File: src/rtl/sfc_pkg.sv
package sfc_pkg;
  typedef enum logic [1:0] {
    ST_IDLE  = 2'd0,
    ST_SNOOP = 2'd1,
    ST_L3    = 2'd2,
    ST_CMP   = 2'd3
  } sfc_state_e;
endpackage

File: src/rtl/sfc_presence.sv
// Presence table: one sharer bit per port for every tracked line.
module sfc_presence #(
  parameter int NP    = 5,
  parameter int LINES = 16,
  localparam int PW = $clog2(NP),
  localparam int LW = $clog2(LINES)
) (
  input  logic          clk,
  input  logic          rst_n,
  input  logic [LW-1:0] rd_line,
  output logic [NP-1:0] rd_pres,
  input  logic          upd_en,
  input  logic [LW-1:0] upd_line,
  input  logic [PW-1:0] upd_src,
  input  logic          upd_excl
);
  logic [NP-1:0] pres_q [LINES];
  logic [NP-1:0] src_bit;

  assign src_bit = {{(NP-1){1'b0}}, 1'b1} << upd_src;
  assign rd_pres = pres_q[rd_line];

  for (genvar g = 0; g < LINES; g++) begin : g_line
    always_ff @(posedge clk) begin
      if (!rst_n) begin
        pres_q[g] <= '0;
      end else if (upd_en && upd_line == LW'(g)) begin
        pres_q[g] <= upd_excl ? src_bit : (pres_q[g] | src_bit);
      end
    end
  end
endmodule

File: src/rtl/sfc_collect.sv
// Tracks which snoops are still to be issued and which responses are owed.
module sfc_collect #(
  parameter int NP = 5
) (
  input  logic          clk,
  input  logic          rst_n,
  input  logic          load,
  input  logic [NP-1:0] load_mask,
  output logic [NP-1:0] snp_valid,
  input  logic [NP-1:0] snp_ready,
  input  logic [NP-1:0] rsp_valid,
  input  logic [NP-1:0] rsp_hit,
  output logic          all_done,
  output logic          any_hit
);
  logic [NP-1:0] pend_iss_q, pend_rsp_q;
  logic [NP-1:0] rsp_take;
  logic          hit_q;

  assign snp_valid = pend_iss_q;
  assign rsp_take  = rsp_valid & pend_rsp_q & ~pend_iss_q;
  assign all_done  = (pend_iss_q == '0) && (pend_rsp_q == '0);
  assign any_hit   = hit_q;

  always_ff @(posedge clk) begin
    if (!rst_n) begin
      pend_iss_q <= '0;
      pend_rsp_q <= '0;
      hit_q      <= 1'b0;
    end else if (load) begin
      pend_iss_q <= load_mask;
      pend_rsp_q <= load_mask;
      hit_q      <= 1'b0;
    end else begin
      pend_iss_q <= pend_iss_q & ~snp_ready;
      pend_rsp_q <= pend_rsp_q & ~rsp_take;
      hit_q      <= hit_q | (|(rsp_take & rsp_hit));
    end
  end
endmodule

File: src/rtl/snoop_filter_ctrl.sv
module snoop_filter_ctrl #(
  parameter int NLOCAL = 4,
  parameter int LINES  = 16,
  localparam int NP = NLOCAL + 1,
  localparam int PW = $clog2(NP),
  localparam int LW = $clog2(LINES)
) (
  input  logic          clk,
  input  logic          rst_n,
  input  logic          dir_en,
  input  logic          req_valid,
  output logic          req_ready,
  input  logic [PW-1:0] req_src,
  input  logic [LW-1:0] req_line,
  input  logic          req_write,
  output logic [NP-1:0] snp_valid,
  input  logic [NP-1:0] snp_ready,
  output logic [LW-1:0] snp_line,
  output logic          snp_inv,
  input  logic [NP-1:0] rsp_valid,
  input  logic [NP-1:0] rsp_hit,
  output logic          l3_valid,
  input  logic          l3_ready,
  output logic [LW-1:0] l3_line,
  output logic          cmp_valid,
  input  logic          cmp_ready,
  output logic          cmp_from_l3
);
  import sfc_pkg::*;

  sfc_state_e    state_q;
  logic [PW-1:0] src_q;
  logic [LW-1:0] line_q;
  logic          wr_q, from_l3_q;
  logic [NP-1:0] dir_pres, self_bit, target;
  logic          accept, col_done, col_hit, upd_en;

  assign req_ready = (state_q == ST_IDLE);
  assign accept    = req_valid && req_ready;
  assign self_bit  = {{(NP-1){1'b0}}, 1'b1} << req_src;
  assign target    = (dir_en ? dir_pres : {NP{1'b1}}) & ~self_bit;
  assign upd_en    = (state_q == ST_CMP) && cmp_ready;

  sfc_presence #(.NP(NP), .LINES(LINES)) u_dir (
    .clk(clk), .rst_n(rst_n),
    .rd_line(req_line), .rd_pres(dir_pres),
    .upd_en(upd_en), .upd_line(line_q), .upd_src(src_q), .upd_excl(wr_q)
  );

  sfc_collect #(.NP(NP)) u_col (
    .clk(clk), .rst_n(rst_n),
    .load(accept), .load_mask(target),
    .snp_valid(snp_valid), .snp_ready(snp_ready),
    .rsp_valid(rsp_valid), .rsp_hit(rsp_hit),
    .all_done(col_done), .any_hit(col_hit)
  );

  always_ff @(posedge clk) begin
    if (!rst_n) begin
      state_q   <= ST_IDLE;
      src_q     <= '0;
      line_q    <= '0;
      wr_q      <= 1'b0;
      from_l3_q <= 1'b0;
    end else begin
      unique case (state_q)
        ST_IDLE: if (accept) begin
          src_q   <= req_src;
          line_q  <= req_line;
          wr_q    <= req_write;
          state_q <= (target == '0) ? ST_L3 : ST_SNOOP;
        end
        ST_SNOOP: if (col_done) begin
          from_l3_q <= !col_hit;
          state_q   <= col_hit ? ST_CMP : ST_L3;
        end
        ST_L3: if (l3_ready) begin
          from_l3_q <= 1'b1;
          state_q   <= ST_CMP;
        end
        ST_CMP: if (cmp_ready) state_q <= ST_IDLE;
        default: state_q <= ST_IDLE;
      endcase
    end
  end

  assign snp_line    = line_q;
  assign snp_inv     = wr_q;
  assign l3_line     = line_q;
  assign l3_valid    = (state_q == ST_L3);
  assign cmp_valid   = (state_q == ST_CMP);
  assign cmp_from_l3 = from_l3_q;
endmodule

File: config.mk
export PLATFORM = sky130hd
export DESIGN_NAME = snoop_filter_ctrl
export DESIGN_NICKNAME = d
export VERILOG_FILES = /design/src/rtl/sfc_pkg.sv /design/src/rtl/sfc_presence.sv /design/src/rtl/sfc_collect.sv /design/src/rtl/snoop_filter_ctrl.sv
export SDC_FILE = /design/constraint.sdc
export NUM_CORES = 1
export LEC_CHECK = 0
export BUFFER_PORTS_ARGS = -buffer_cell sky130_fd_sc_hd__buf_4
export CAP_MARGIN = 40
export CORE_UTILIZATION = 40
export DETAILED_ROUTE_END_ITERATION = 10
export GPL_TIMING_DRIVEN = 0
export SLEW_MARGIN = 20
export SYNTH_ARGS = -nofsm -noshare
export SYNTH_HDL_FRONTEND = slang
export SYNTH_SLANG_ARGS = --single-unit
File: constraint.sdc
create_clock -name clk -period 6.1 [get_ports clk]
set_clock_uncertainty 0.2 [all_clocks]
set_input_delay 0.305 -clock clk [delete_from_list [all_inputs] [get_ports clk]]
set_output_delay 0.305 -clock clk [all_outputs]
set_load 0.05 [all_outputs]
---- Word level (Yosys, flattened, before mapping) ----
Memory sizes are Yosys's and may differ from the RTL's.
Cells that the tools add are included.
cells by class
  equality and inequality tests ........... 22
  shift-type cells ........................ 2
  mux-type cells .......................... 94
  bitwise operators ....................... 44
  reductions and logical operators ........ 31
operators with widths
  kind                                                                      count
  5-bit 2-to-1 mux                                                          35
  5-bit bitwise OR                                                          16
  1-bit 2-to-1 mux                                                          52
  4-bit == test (second input constant)                                     8
  5-bit bitwise AND                                                         6
  5-bit inverter                                                            4
  1-bit logical AND                                                         19
  1-bit bitwise OR                                                          17
  4-bit by 3-bit == test with 1-bit output (second input constant)          4
  5-bit logical NOT                                                         3
  2-bit 2-to-1 mux                                                          5
  1-bit by 3-bit left shift with 5-bit output (first input constant)        2
  4-bit by 2-bit == test with 1-bit output (second input constant)          2
  2-bit case mux with 4 select lines                                        1
  2-bit by 1-bit inequality test with 1-bit output (second input constant)  3
  5-bit OR reduction                                                        1
  2-bit == test (second input constant)                                     2
  4-bit by 1-bit == test with 1-bit output (second input constant)          1
  4-bit logical NOT                                                         1
  4-bit AND reduction                                                       1
  3-bit AND reduction                                                       1
  2-bit by 1-bit == test with 1-bit output (second input constant)          1
  2-bit logical NOT                                                         1
  2-bit inequality test (second input constant)                             1
  other kinds (6)                                                           6
word-level totals
  flip-flop bits (word level) ............. 22
  memory bits (writable) .................. 80
  input port bits ......................... 29
  output and inout bits ................... 18
  memories ................................ 1
memories
  name          words  bits a word  read ports  clocked after memory_dff  wr ports  line                text
  u_dir.pres_q  16     5            17          0                         16        sfc_presence.sv:17  logic [NP-1:0] pres_q [LINES];

---- Depth between registers and ports, before layout ----
Gate-level depths: netlist (run 1).
  depth after elaboration ................. 7
  mapped depth ............................ 8
  depth with buffers taken out ............ 8

---- Hierarchy ----
Synthesis (run 1) repeated with hierarchy kept, for this count alone.
unflattened totals
  cell total of the unflattened synthesis .. 514
  area total of the unflattened synthesis .. 5529.1 µm²
modules (own cells, without submodules)
  module             times used  cells an instance  area an instance (µm²)  seq. area each (µm²)
  sfc_presence       1           361                4279.1                  2402.3
  snoop_filter_ctrl  1           93                 737.0                   220.2
  sfc_collect        1           60                 513.0                   220.2

---- Worst setup path after synthesis (run 1) ----
No wires, ideal clock.
  path kind ............................... reg-to-reg
  from .................................... register state_q[0]
  to ...................................... memory u_dir.pres_q[8][0] (enable)
  library setup time ...................... 0.346 ns
  arrival time ............................ 1.736 ns
  slack ................................... 3.818 ns
  stages on the path, launching flop included .. 5
  clock period less this slack ............ 2.282 ns
  cells stage by stage .................... dfxtp_1 ha_1 nand2_1 or3_1 o21ai_1
RTL lines
  element                 line                     text
  from (decl)             snoop_filter_ctrl.sv:31  sfc_state_e state_q;
  from (signal assigned)  snoop_filter_ctrl.sv:71  state_q <= (target == '0) ? ST_L3 : ST_SNOOP;
  from (signal assigned)  snoop_filter_ctrl.sv:75  state_q <= col_hit ? ST_CMP : ST_L3;
  to (decl)               sfc_presence.sv:17

==> out/results.ini, run 1 <==
[floorplanning]
initial_core_util_pct = 41.3
die_w_um = 119
die_height_um = 119
coreArea_um2 = 13300
num_rows = 42
dieArea_um2 = 14200
ios = 47

[cells_and_area]
antenna_cells = 0
fillCellCount = 1263
fin_nets = 610
drive_gt1_share_pct = 14.8
area_growth_pct = 15.3

[setup_path]
cp.required_ns = 6.20
critPathMaxStageDelay_ns = 0.57
cp_slowest_cell = mux4_1
startpoint = u_dir.pres_q[10][2]
r2r_start = u_dir.pres_q[10][2]
cp_num_buf_inv = 0
cp_top_family = compound AO/OA/AOI/OAI gates
critPathCaptureType = flip-flop
cp_cell_sequence = mux4_1 > nor2b_1 > a211oi_1 > a221oi_1 > o41ai_2 > o2111a_1
critical_path_class = flip-flop to flip-flop
cp-start-kind = flip-flop
critPathMaxFanout = 3
arrival_ns = 2.49

[cts]
cts_resized = 0
post-cts-setup-buffers = 0
numClockSinks = 102
ctsLongestPathBuffers = 2
cts_tree = built
cts-buffers-inserted = 9
cts-root-buf = clkbuf_16
clk_pin_slew_ns = 0.07
htreeDepth = 3
holdBufCountCts = 0
clk_latency_ns = 0.36

[synthesis]
synth_commonest_cells = a21oi_1 (100), nand2b_1 (89), edfxtp_1 (80), nand2_1 (42), clkbuf_1 (24)
synth_fp_nets = 554
async_reset_ff_share_pct = 0
synth_area_um2 = 5490
yosys-top-cells-area = edfxtp_1 (44%), nand2b_1 (10%), a21oi_1 (9.1%), dfxtp_1 (8.0%), mux4_2 (4.5%)
synth_most_common_cell = a21oi_1
yosys_warnings = 0
yosysTopAreaCellShare_pct = 43.8
ys.flop_type = edfxtp_1
postSynthCellCount = 521
syn_area_per_cell_um2 = 10.5
synth_edf_count = 80
synth_seq_cells = 102
seq_area_frac_synth_pct = 51.8
ys_types = 48
yosysTopAreaCell = edfxtp_1

[sta]
finalSetupTns_ns = 0
hold_viol = 0
slew_viol_final = 0
period_minus_slack_ns = 2.39
max_freq_mhz = 418
fin_crit_sh_pct = 39.2
relSlewSlack_pct = 41.3
rsz0062_at_grt = false
setup_ws_ns = 3.71
finalSetupViolCount = 0
worst_pin_slew_ns = 0.859

[job]
maxCapViolations = 0

[global_routing]
grtUsageTotal_pct = 23.4
grt_pass1_wl_um = 24400
grt_max_degree = 16
antenna_found_initial = 0
grt_pass1_vias = 4156
gr-total-overflow = 0

[routing]
drc = 0
dr.pass1.iters = 5
first_iter_violations = 606
wire_per_inst_um = 21.1
final_antenna_net_count = 0
routed_via_density = 5.72
wl_um = 16000
vias = 4332

[placed_design]
numPortBuffers = 45
place.gp.congestion = 0.902
place_hpwl_um = 11500
dp_slack_ns = 3.52

[power_and_ir_drop]
vdd_drop_max_uv = 136
leakage_nw = 2.28
p_per_area_nw_per_um2 = 321

[status]
status = finished, final reports clean

[hold_path]
hp-start = req_write
hold_path.class = primary input to flip-flop

==> final timing paths <==
| kind | to | depth (start not counted) | slack [ns] |
|---|---|---|---|
| hold / removal | snp_inv | 3 | 0.01 |
| hold reg to reg | cmp_from_l3 | 1 | 0.27 |
| setup / recovery | state_q[1] | 6 | 3.71 |
| setup reg to reg | state_q[1] | 6 | 3.71 |
==> cell type report <==
type | count | area [µm²] | share of cell area (%)
clock inverters | 5 | 50.0 | 0.791
flip-flops and latches | 102 | 2840 | 44.9
plain buffers | 34 | 170 | 2.69
multi-input cells | 375 | 2440 | 38.5
repair buffers | 45 | 338 | 5.34
clock buffers | 11 | 233 | 3.68
inverters | 10 | 37.5 | 0.593
well taps | 176 | 220 | 3.48
==> sequential cells by signal, summed over array words and instances (netlist names), 2 cells and up <==
signal,cells
u_col.pend_rsp_q,5
l3_line,4
state_q,2
u_dir.pres_q,80
u_col.snp_valid,5
src_q,3
==> logic make-up (layout without fill, tap and decap cells) <==
| kind of cell | Yosys count | in the layout | share of synthesized area (%) |
|---|---|---|---|
| muxes | 32 | 32 | 8.64 |
| buffers and inverters | 44 | 105 | 3.79 |
| AOI/OAI and AO/OA | 147 | 147 | 15.3 |
| DFF | 102 | 102 | 51.8 |
| and+or+nand+nor | 192 | 192 | 19.5 |
| adders and majority gates | 4 | 4 | 0.912 |
==> per-stage QoR <==
stage / hold slack [ns] / util [%] / total power, mW / cells / instance area (µm²)
5_1_grt: 0.0222 / 47.6 / 2.11 / 758 / 6330
4_1_cts: 0.00213 / 47.6 / 2.03 / 758 / 6330
2_1_floorplan: 0.241 / - / 1.27 / 521 / 5490
3_3_place_gp: 0.254 / 45.5 / 1.46 / 742 / 6040
3_5_place_dp: 0.259 / 45.5 / 1.47 / 742 / 6040
6_report: 0.00967 / 47.6 / 2.03 / 758 / 6330
==> per-layer routing <==
metal  part of all wire (%)  track usage (%)
met4                    1.6             8.62
met5                      0                0
met1                     47             33.8
met3                    6.8             4.55
met2                     44             34.8
==> worst register-to-register path, stage by stage (launching register included) <==
cell	delay, ns
edfxtp_1	0.40
mux4_1	0.57
nor2b_1	0.17
a211oi_1	0.24
a221oi_1	0.16
o41ai_2	0.39
o2111a_1	0.21
==> where the power goes <==
part	total (mW)	internal, mW	leakage [nW]	switching [mW]
Combinational	0.608	0.209	1.14	0.399
Clock	0.568	0.315	0.131	0.253
Sequential	0.853	0.802	1.01	0.0512
Total	2.03	1.33	2.28	0.703
==> cells in the final DEF (no fill, tap or decap), types with 11 or more instances in the layout <==
master,n
mux2i_1,20
nand2_1,42
a21oi_1,100
dfxtp_1,22
nor2_1,17
o21ai_1,16
mux4_2,11
buf_4,52
clkbuf_1,26
nand2b_1,89
edfxtp_1,80
Note: power is estimated with default switching activity, not from simulation.
==> inputs of run 2 (changes only) <==
==> constraint.sdc (replaced) <==
create_clock -name clk -period 2.3 [get_ports clk]
set_clock_uncertainty 0.2 [all_clocks]
set_input_delay 0.115 -clock clk [delete_from_list [all_inputs] [get_ports clk]]
set_output_delay 0.115 -clock clk [all_outputs]
set_load 0.05 [all_outputs]
==> run 2 against run 1 <==
Die area is the same. Clock-buffer cell count unchanged. Design area rose by 3.5%. Fmax grew 4.4%. Core utilization up 1.6 points. Sequential share of layout area fell by 1.5 points. Setup slack worse by 3.7 ns. Routed wire length increased by 0.73%. Register-to-register slack worse by 3.7 ns. Via count grew 2.0%. Worst hold slack improved by 0.0081 ns. Non-clock buffer count grew 18. Highest routed layer unchanged.
==> out/results.ini, run 2 (same netlist as run 1, synthesis figures left out) <==
[setup_path]
cp.required_ns = 2.09  ; -4.11 ns
r2r_setup_slack_ns = 0.008  ; -3.70 ns
cp_slowest_cell = o21ai_1
critPathMaxStageDelay_ns = 0.50  ; -0.07 ns
cp_cell_sequence = ha_1 > nand2_1 > or3_1 > o21ai_1
critPathMaxFanout = 5  ; +2
critical_path_class = flip-flop to flip-flop
r2r_end = u_dir.pres_q[0][1]
arrival_ns = 2.09  ; -0.40 ns
r2r_start = state_q[1]
cp-endpoint = u_dir.pres_q[0][1]
critPathCaptureType = flip-flop
r2r_cells = 4  ; -2
startpoint = state_q[1]
cp-start-kind = flip-flop

[cts]
numClockSinks = 102  ; unchanged
clk_pin_slew_ns = 0.07  ; about the same
cts-buffers-inserted = 9  ; unchanged
htreeDepth = 3  ; unchanged
clk_latency_ns = 0.36  ; about the same
post-cts-setup-buffers = 0  ; unchanged
cts-root-buf = clkbuf_16
cts_tree = built
ctsLongestPathBuffers = 2  ; unchanged

[global_routing]
gr-total-overflow = 0  ; unchanged
grt_pass1_vias = 4233  ; +1.9%
antenna_found_initial = 0  ; unchanged
grt_max_degree = 16  ; unchanged
grtUsageTotal_pct = 23.8  ; +0.39 points
grt_pass1_wl_um = 24900  ; +1.8%

[placed_design]
place_hpwl_um = 11500  ; unchanged
place.gp.congestion = 0.902  ; unchanged
numPortBuffers = 45  ; unchanged

[sta]
finalSetupTns_ns = 0  ; unchanged
hold_viol = 0  ; unchanged
fin_crit_sh_pct = 99.7  ; +60 points
slew_viol_final = 0  ; unchanged
relSlewSlack_pct = 48.7  ; +7.5 points
rsz0062_at_grt = true
finalSetupViolCount = 0  ; unchanged
whs_ns = 0.0177  ; +0.00808 ns
max_freq_mhz = 436  ; +4.4%
worst_pin_slew_ns = 0.769  ; -0.0899 ns
period_minus_slack_ns = 2.29  ; -0.101 ns

[cells_and_area]
fin_util_pct = 49.2  ; +1.6 points
regMostFlops = u_dir.pres_q
final_common_cell = a21oi_1
area_growth_pct = 19.3
fin_nets = 628  ; +3.0%
drive_gt1_share_pct = 15.8  ; +1.1 points
largest_reg_flops = 80  ; unchanged
antenna_cells = 0  ; unchanged
final_cell_mix = a21oi_1 (100), nand2b_1 (89), edfxtp_1 (80)
fillCellCount = 1249  ; -1.1%

[floorplanning]
die_height_um = 119  ; unchanged
dieArea_um2 = 14200  ; unchanged
die_w_um = 119  ; unchanged
initial_core_util_pct = 41.3  ; unchanged
num_rows = 42  ; unchanged
coreArea_um2 = 13300  ; unchanged
ios = 47  ; unchanged

[job]
maxCapViolations = 0  ; unchanged

[power_and_ir_drop]
p_per_area_nw_per_um2 = 831  ; +160%
leakage_nw = 2.37  ; +3.9%
vdd_drop_max_uv = 349  ; +160%

[status]
status = finished, final reports clean

[routing]
first_iter_violations = 563  ; -7.1%
final_antenna_net_count = 0  ; unchanged
drc = 0  ; unchanged
dr.pass1.iters = 5  ; unchanged
wire_per_inst_um = 20.8  ; -1.6%
routed_via_density = 5.69  ; -0.40%
vias = 4417  ; +2.0%
wl_um = 16100  ; +0.73%

[hold_path]
hold_path.class = primary input to flip-flop

run 2: cell type report:
cell class | count | area [µm²] | area share, %
Timing Repair Buffer | 63 | 518 | 7.91
Tap cell | 176 | 220 | 3.36
Clock buffer | 11 | 233 | 3.56
Clock inverter | 5 | 50.0 | 0.765
Inverter | 10 | 37.5 | 0.573
Multi-Input combinational cell | 375 | 2470 | 37.8
Sequential cell | 102 | 2840 | 43.4
Buffer | 34 | 173 | 2.64
run 2: worst min path at each step:
stage	start	end	slack, ns	cells past startpoint
global placement	req_write	snp_inv	0.18	3
finish	rsp_hit[0]	u_col.any_hit	0.02	4
global route	rsp_hit[0]	u_col.any_hit	0.05	4
floorplan	req_src[2]	src_q[2]	0.05	2
detailed placement	req_write	snp_inv	0.18	3
CTS	rsp_hit[0]	u_col.any_hit	0.02	4
run 2: repair_timing:
action                                  in CTS  in global routing
endpoints found under the setup margin       2                 48
gates resized for setup                      5                  7
hold endpoints to repair                    17                  0
hold buffers                                18                  0
pin swaps                                    0                  2
run 2: worst max-delay path: cells and delay by family, from the launching register on:
kind / cells / cell delay [ns]
AOI/OAI and AO/OA: 1 / 0.50
DFF: 1 / 0.38
and+or+nand+nor: 2 / 0.55
adders and majority gates: 1 / 0.30
run 2: metal layers:
layer	vias to the layer above	share of wire (%)	track usage (%)
met1	2119	46	34.2
li1	2066	-	-
met5	-	0	0
met3	21	7.6	4.45
met2	211	45	35.8
met4	0	1.9	8.62
run 2: through the flow:
stage	setup slack (ns)	cell area (µm²)	total power, mW	cells
floorplan	0.0177	5490	3.38	521
global placement	-0.103	6040	3.88	742
detailed placement	-0.0921	6040	3.89	742
CTS	0.0403	6530	5.42	776
global route	-0.124	6550	5.65	776
finish	0.00755	6550	5.44	776
run 2: where the power goes:
group | internal, mW | total [mW] | switching [mW]
sequential | 2.13 | 2.26 | 0.136
combinational | 0.592 | 1.67 | 1.08
clock | 0.835 | 1.50 | 0.669
==> inputs of run 3 (changes only) <==
--- a/config.mk
+++ b/config.mk
@@ -10,7 +10,8 @@
 export CORE_UTILIZATION = 40
 export DETAILED_ROUTE_END_ITERATION = 10
 export GPL_TIMING_DRIVEN = 0
-export SLEW_MARGIN = 20
+export REMOVE_ABC_BUFFERS = 1
+export SLEW_MARGIN = 10
 export SYNTH_ARGS = -nofsm -noshare
 export SYNTH_HDL_FRONTEND = slang
 export SYNTH_SLANG_ARGS = --single-unit
==> run 3 against run 2 <==
The flow now finishes with violations (setup timing). Worst hold slack better by 0.0076 ns. Critical path type unchanged. Via count is 6.3% lower. Die area stayed put. Flip-flop and latch count stayed put. Design area is 0.90% lower. Sequential power hardly changed. Largest cell class unchanged. Largest power group unchanged. Setup slack worse by 0.032 ns. Clock power is 3% lower. Global-route usage is 2.0 points lower. Fmax is 1.4% lower. Register-to-register slack worse by 0.03 ns. Final cell count is 3.5% lower. Highest routed layer unchanged.
==> out/results.ini, run 3 (same netlist as run 1, synthesis figures left out) <==
[status]
status = finished with violations
violations = setup timing

[sta]
hold_viol = 0  ; unchanged
period_minus_slack_ns = 2.32  ; +0.0316 ns
max_freq_mhz = 430  ; -1.4%
setup_ws_ns = -0.0240  ; -0.0316 ns
slew_viol_final = 0  ; unchanged
fin_crit_sh_pct = 101  ; +1.4 points
rsz0062_at_grt = true
finalSetupTns_ns = -0.118  ; -0.118 ns
worst_pin_slew_ns = 0.925  ; +0.157 ns
whs_ns = 0.0254  ; +0.00764 ns
finalSetupViolCount = 5  ; +5
relSlewSlack_pct = 38.1  ; -11 points

[setup_path]
critPathCaptureType = flip-flop
critical_path_class = flip-flop to flip-flop
arrival_ns = 2.12  ; +0.03 ns
cp_slowest_cell = o21ai_1
cp_top_family = simple AND/OR/NAND/NOR gates
cp_num_buf_inv = 0  ; unchanged
cp.required_ns = 2.10  ; about the same
cp-start-kind = flip-flop
cp_cell_sequence = ha_1 > nand2_1 > or3_1 > o21ai_1
critPathMaxFanout = 5  ; unchanged
critPathMaxStageDelay_ns = 0.50  ; about the same

[cts]
numClockSinks = 102  ; unchanged
clk_latency_ns = 0.35  ; about the same
htreeDepth = 3  ; unchanged
clk_pin_slew_ns = 0.08  ; about the same
ctsLongestPathBuffers = 2  ; unchanged
cts-root-buf = clkbuf_16
cts-buffers-inserted = 9  ; unchanged
cts_tree = built

[cells_and_area]
final_cell_mix = a21oi_1 (100), nand2b_1 (89), edfxtp_1 (80)
largest_reg_flops = 80  ; unchanged
regMostFlops = u_dir.pres_q
drive_gt1_share_pct = 17.8  ; +2.0 points
fin_nets = 601  ; -4.3%
fin_util_pct = 48.8  ; -0.44 points
fillCellCount = 1252  ; +0.24%
antenna_cells = 0  ; unchanged
final_common_cell = a21oi_1
area_growth_pct = 18.2

[routing]
vias = 4140  ; -6.3%
met3_length_um = 724  ; -41%
wl_um = 14800  ; -8.4%
dr.pass1.iters = 5  ; unchanged
first_iter_violations = 250  ; -56%
final_antenna_net_count = 0  ; unchanged
wl_met1_um = 6740  ; -8.7%
routed_via_density = 5.53  ; -2.9%
wire_per_inst_um = 19.7  ; -5.1%
routed.top_layer = met4
drc = 0  ; unchanged
wl_met2_um = 6980  ; -3.0%

[placed_design]
place.gp.congestion = 0.784  ; -13%
place_hpwl_um = 9910  ; -14%
numPortBuffers = 46  ; +2.2%

[power_and_ir_drop]
leakage_nw = 2.33  ; -1.5%
p_comb_share_pct = 29.7  ; -1.0 points
power.switching_mw = 1.88  ; -0.33%
p_seq_share_pct = 42.8  ; +1.2 points
vdd_drop_max_uv = 713  ; +100%
p_per_area_nw_per_um2 = 820  ; -1.2%
power.share.clock_pct = 27.5  ; -0.2 points
swShare_pct = 35.3  ; +0.63 points
p_int_mw = 3.44  ; -3.1%

[global_routing]
antenna_found_initial = 0  ; unchanged
grt_max_degree = 49  ; +33
gr-total-overflow = 0  ; unchanged
grt_pass1_wl_um = 23200  ; -6.6%
grt_pass1_vias = 4205  ; -0.66%
grtUsageTotal_pct = 21.9  ; -2.0 points

[floorplanning]
ios = 47  ; unchanged
die_w_um = 119  ; unchanged
initial_core_util_pct = 41.3  ; unchanged
dieArea_um2 = 14200  ; unchanged
die_height_um = 119  ; unchanged
coreArea_um2 = 13300  ; unchanged
num_rows = 42  ; unchanged

[hold_path]
hold_path.class = primary input to flip-flop

[job]
maxCapViolations = 0  ; unchanged

run 3: cell count changes in the layout (fill, tap and decap cells not counted), sizes merged:
| cell | change |
|---|---|
| clkbuf | -26 |
| dlygate4sd3 | +3 |
| buf | -6 |
| bufinv | -1 |
| inv | +3 |
run 3: worst paths after layout:
path                                   from                 end  slack (ns)  depth (start not counted)
worst max-delay path             state_q[1]  u_dir.pres_q[0][4]       -0.02                          4
worst min-delay path             rsp_hit[3]       u_col.any_hit        0.03                          4
worst max register to register   state_q[1]  u_dir.pres_q[0][4]       -0.02                          4
worst min register to register  cmp_from_l3         cmp_from_l3        0.29                          1
run 3: layer usage:
layer / up-vias / global-route usage (%)
met2: 113 / 35.4
li1: 2000 / -
met3: 17 / 4.41
met4: 0 / 6.80
met1: 2010 / 29.5
met5: - / 0
run 3: final cells by class:
cell class / instances / area, µm² / share of cell area [%]
clock inverter: 7 / 55.1 / 0.849
tap: 176 / 220 / 3.39
inverter: 10 / 37.5 / 0.579
multi-input combinational: 375 / 2510 / 38.8
timing repair buffer: 70 / 591 / 9.10
clock buffer: 9 / 225 / 3.47
sequential: 102 / 2840 / 43.8
run 3: power groups by stage:
stage	Combinational (mW)	Clock (mW)	Sequential, mW
global route	1.69	1.56	2.30
CTS	1.55	1.50	2.28
floorplan	0.823	0	2.47
finish	1.58	1.46	2.28
detailed placement	1.47	0	2.32
global placement	1.43	0	2.34
run 3: tightest hold or removal path, cell delays in order:
cell and delay (ns):
buf_4 0.08, nand4b_1 0.08, nand4_1 0.11, o311a_1 0.16
run 3: timing repair:
action                                  4_1_cts  5_1_grt
gates cloned                                  0        0
gates resized for setup                       8       12
setup buffers                                 0        2
hold endpoints to repair                     21        0
hold buffers                                 21        0
endpoints found under the setup margin        9       45
pin swaps                                     2        4
run 3: through the flow:
stage | area [µm²] | total power, mW | cells | setup WS (ns)
global route | 6490 | 5.55 | 749 | -0.115
floorplan | 5320 | 3.30 | 487 | -0.125
finish | 6490 | 5.32 | 749 | -0.0240
CTS | 6440 | 5.33 | 747 | -0.0111
global placement | 5880 | 3.77 | 709 | -0.482
detailed placement | 5900 | 3.79 | 710 | -0.434
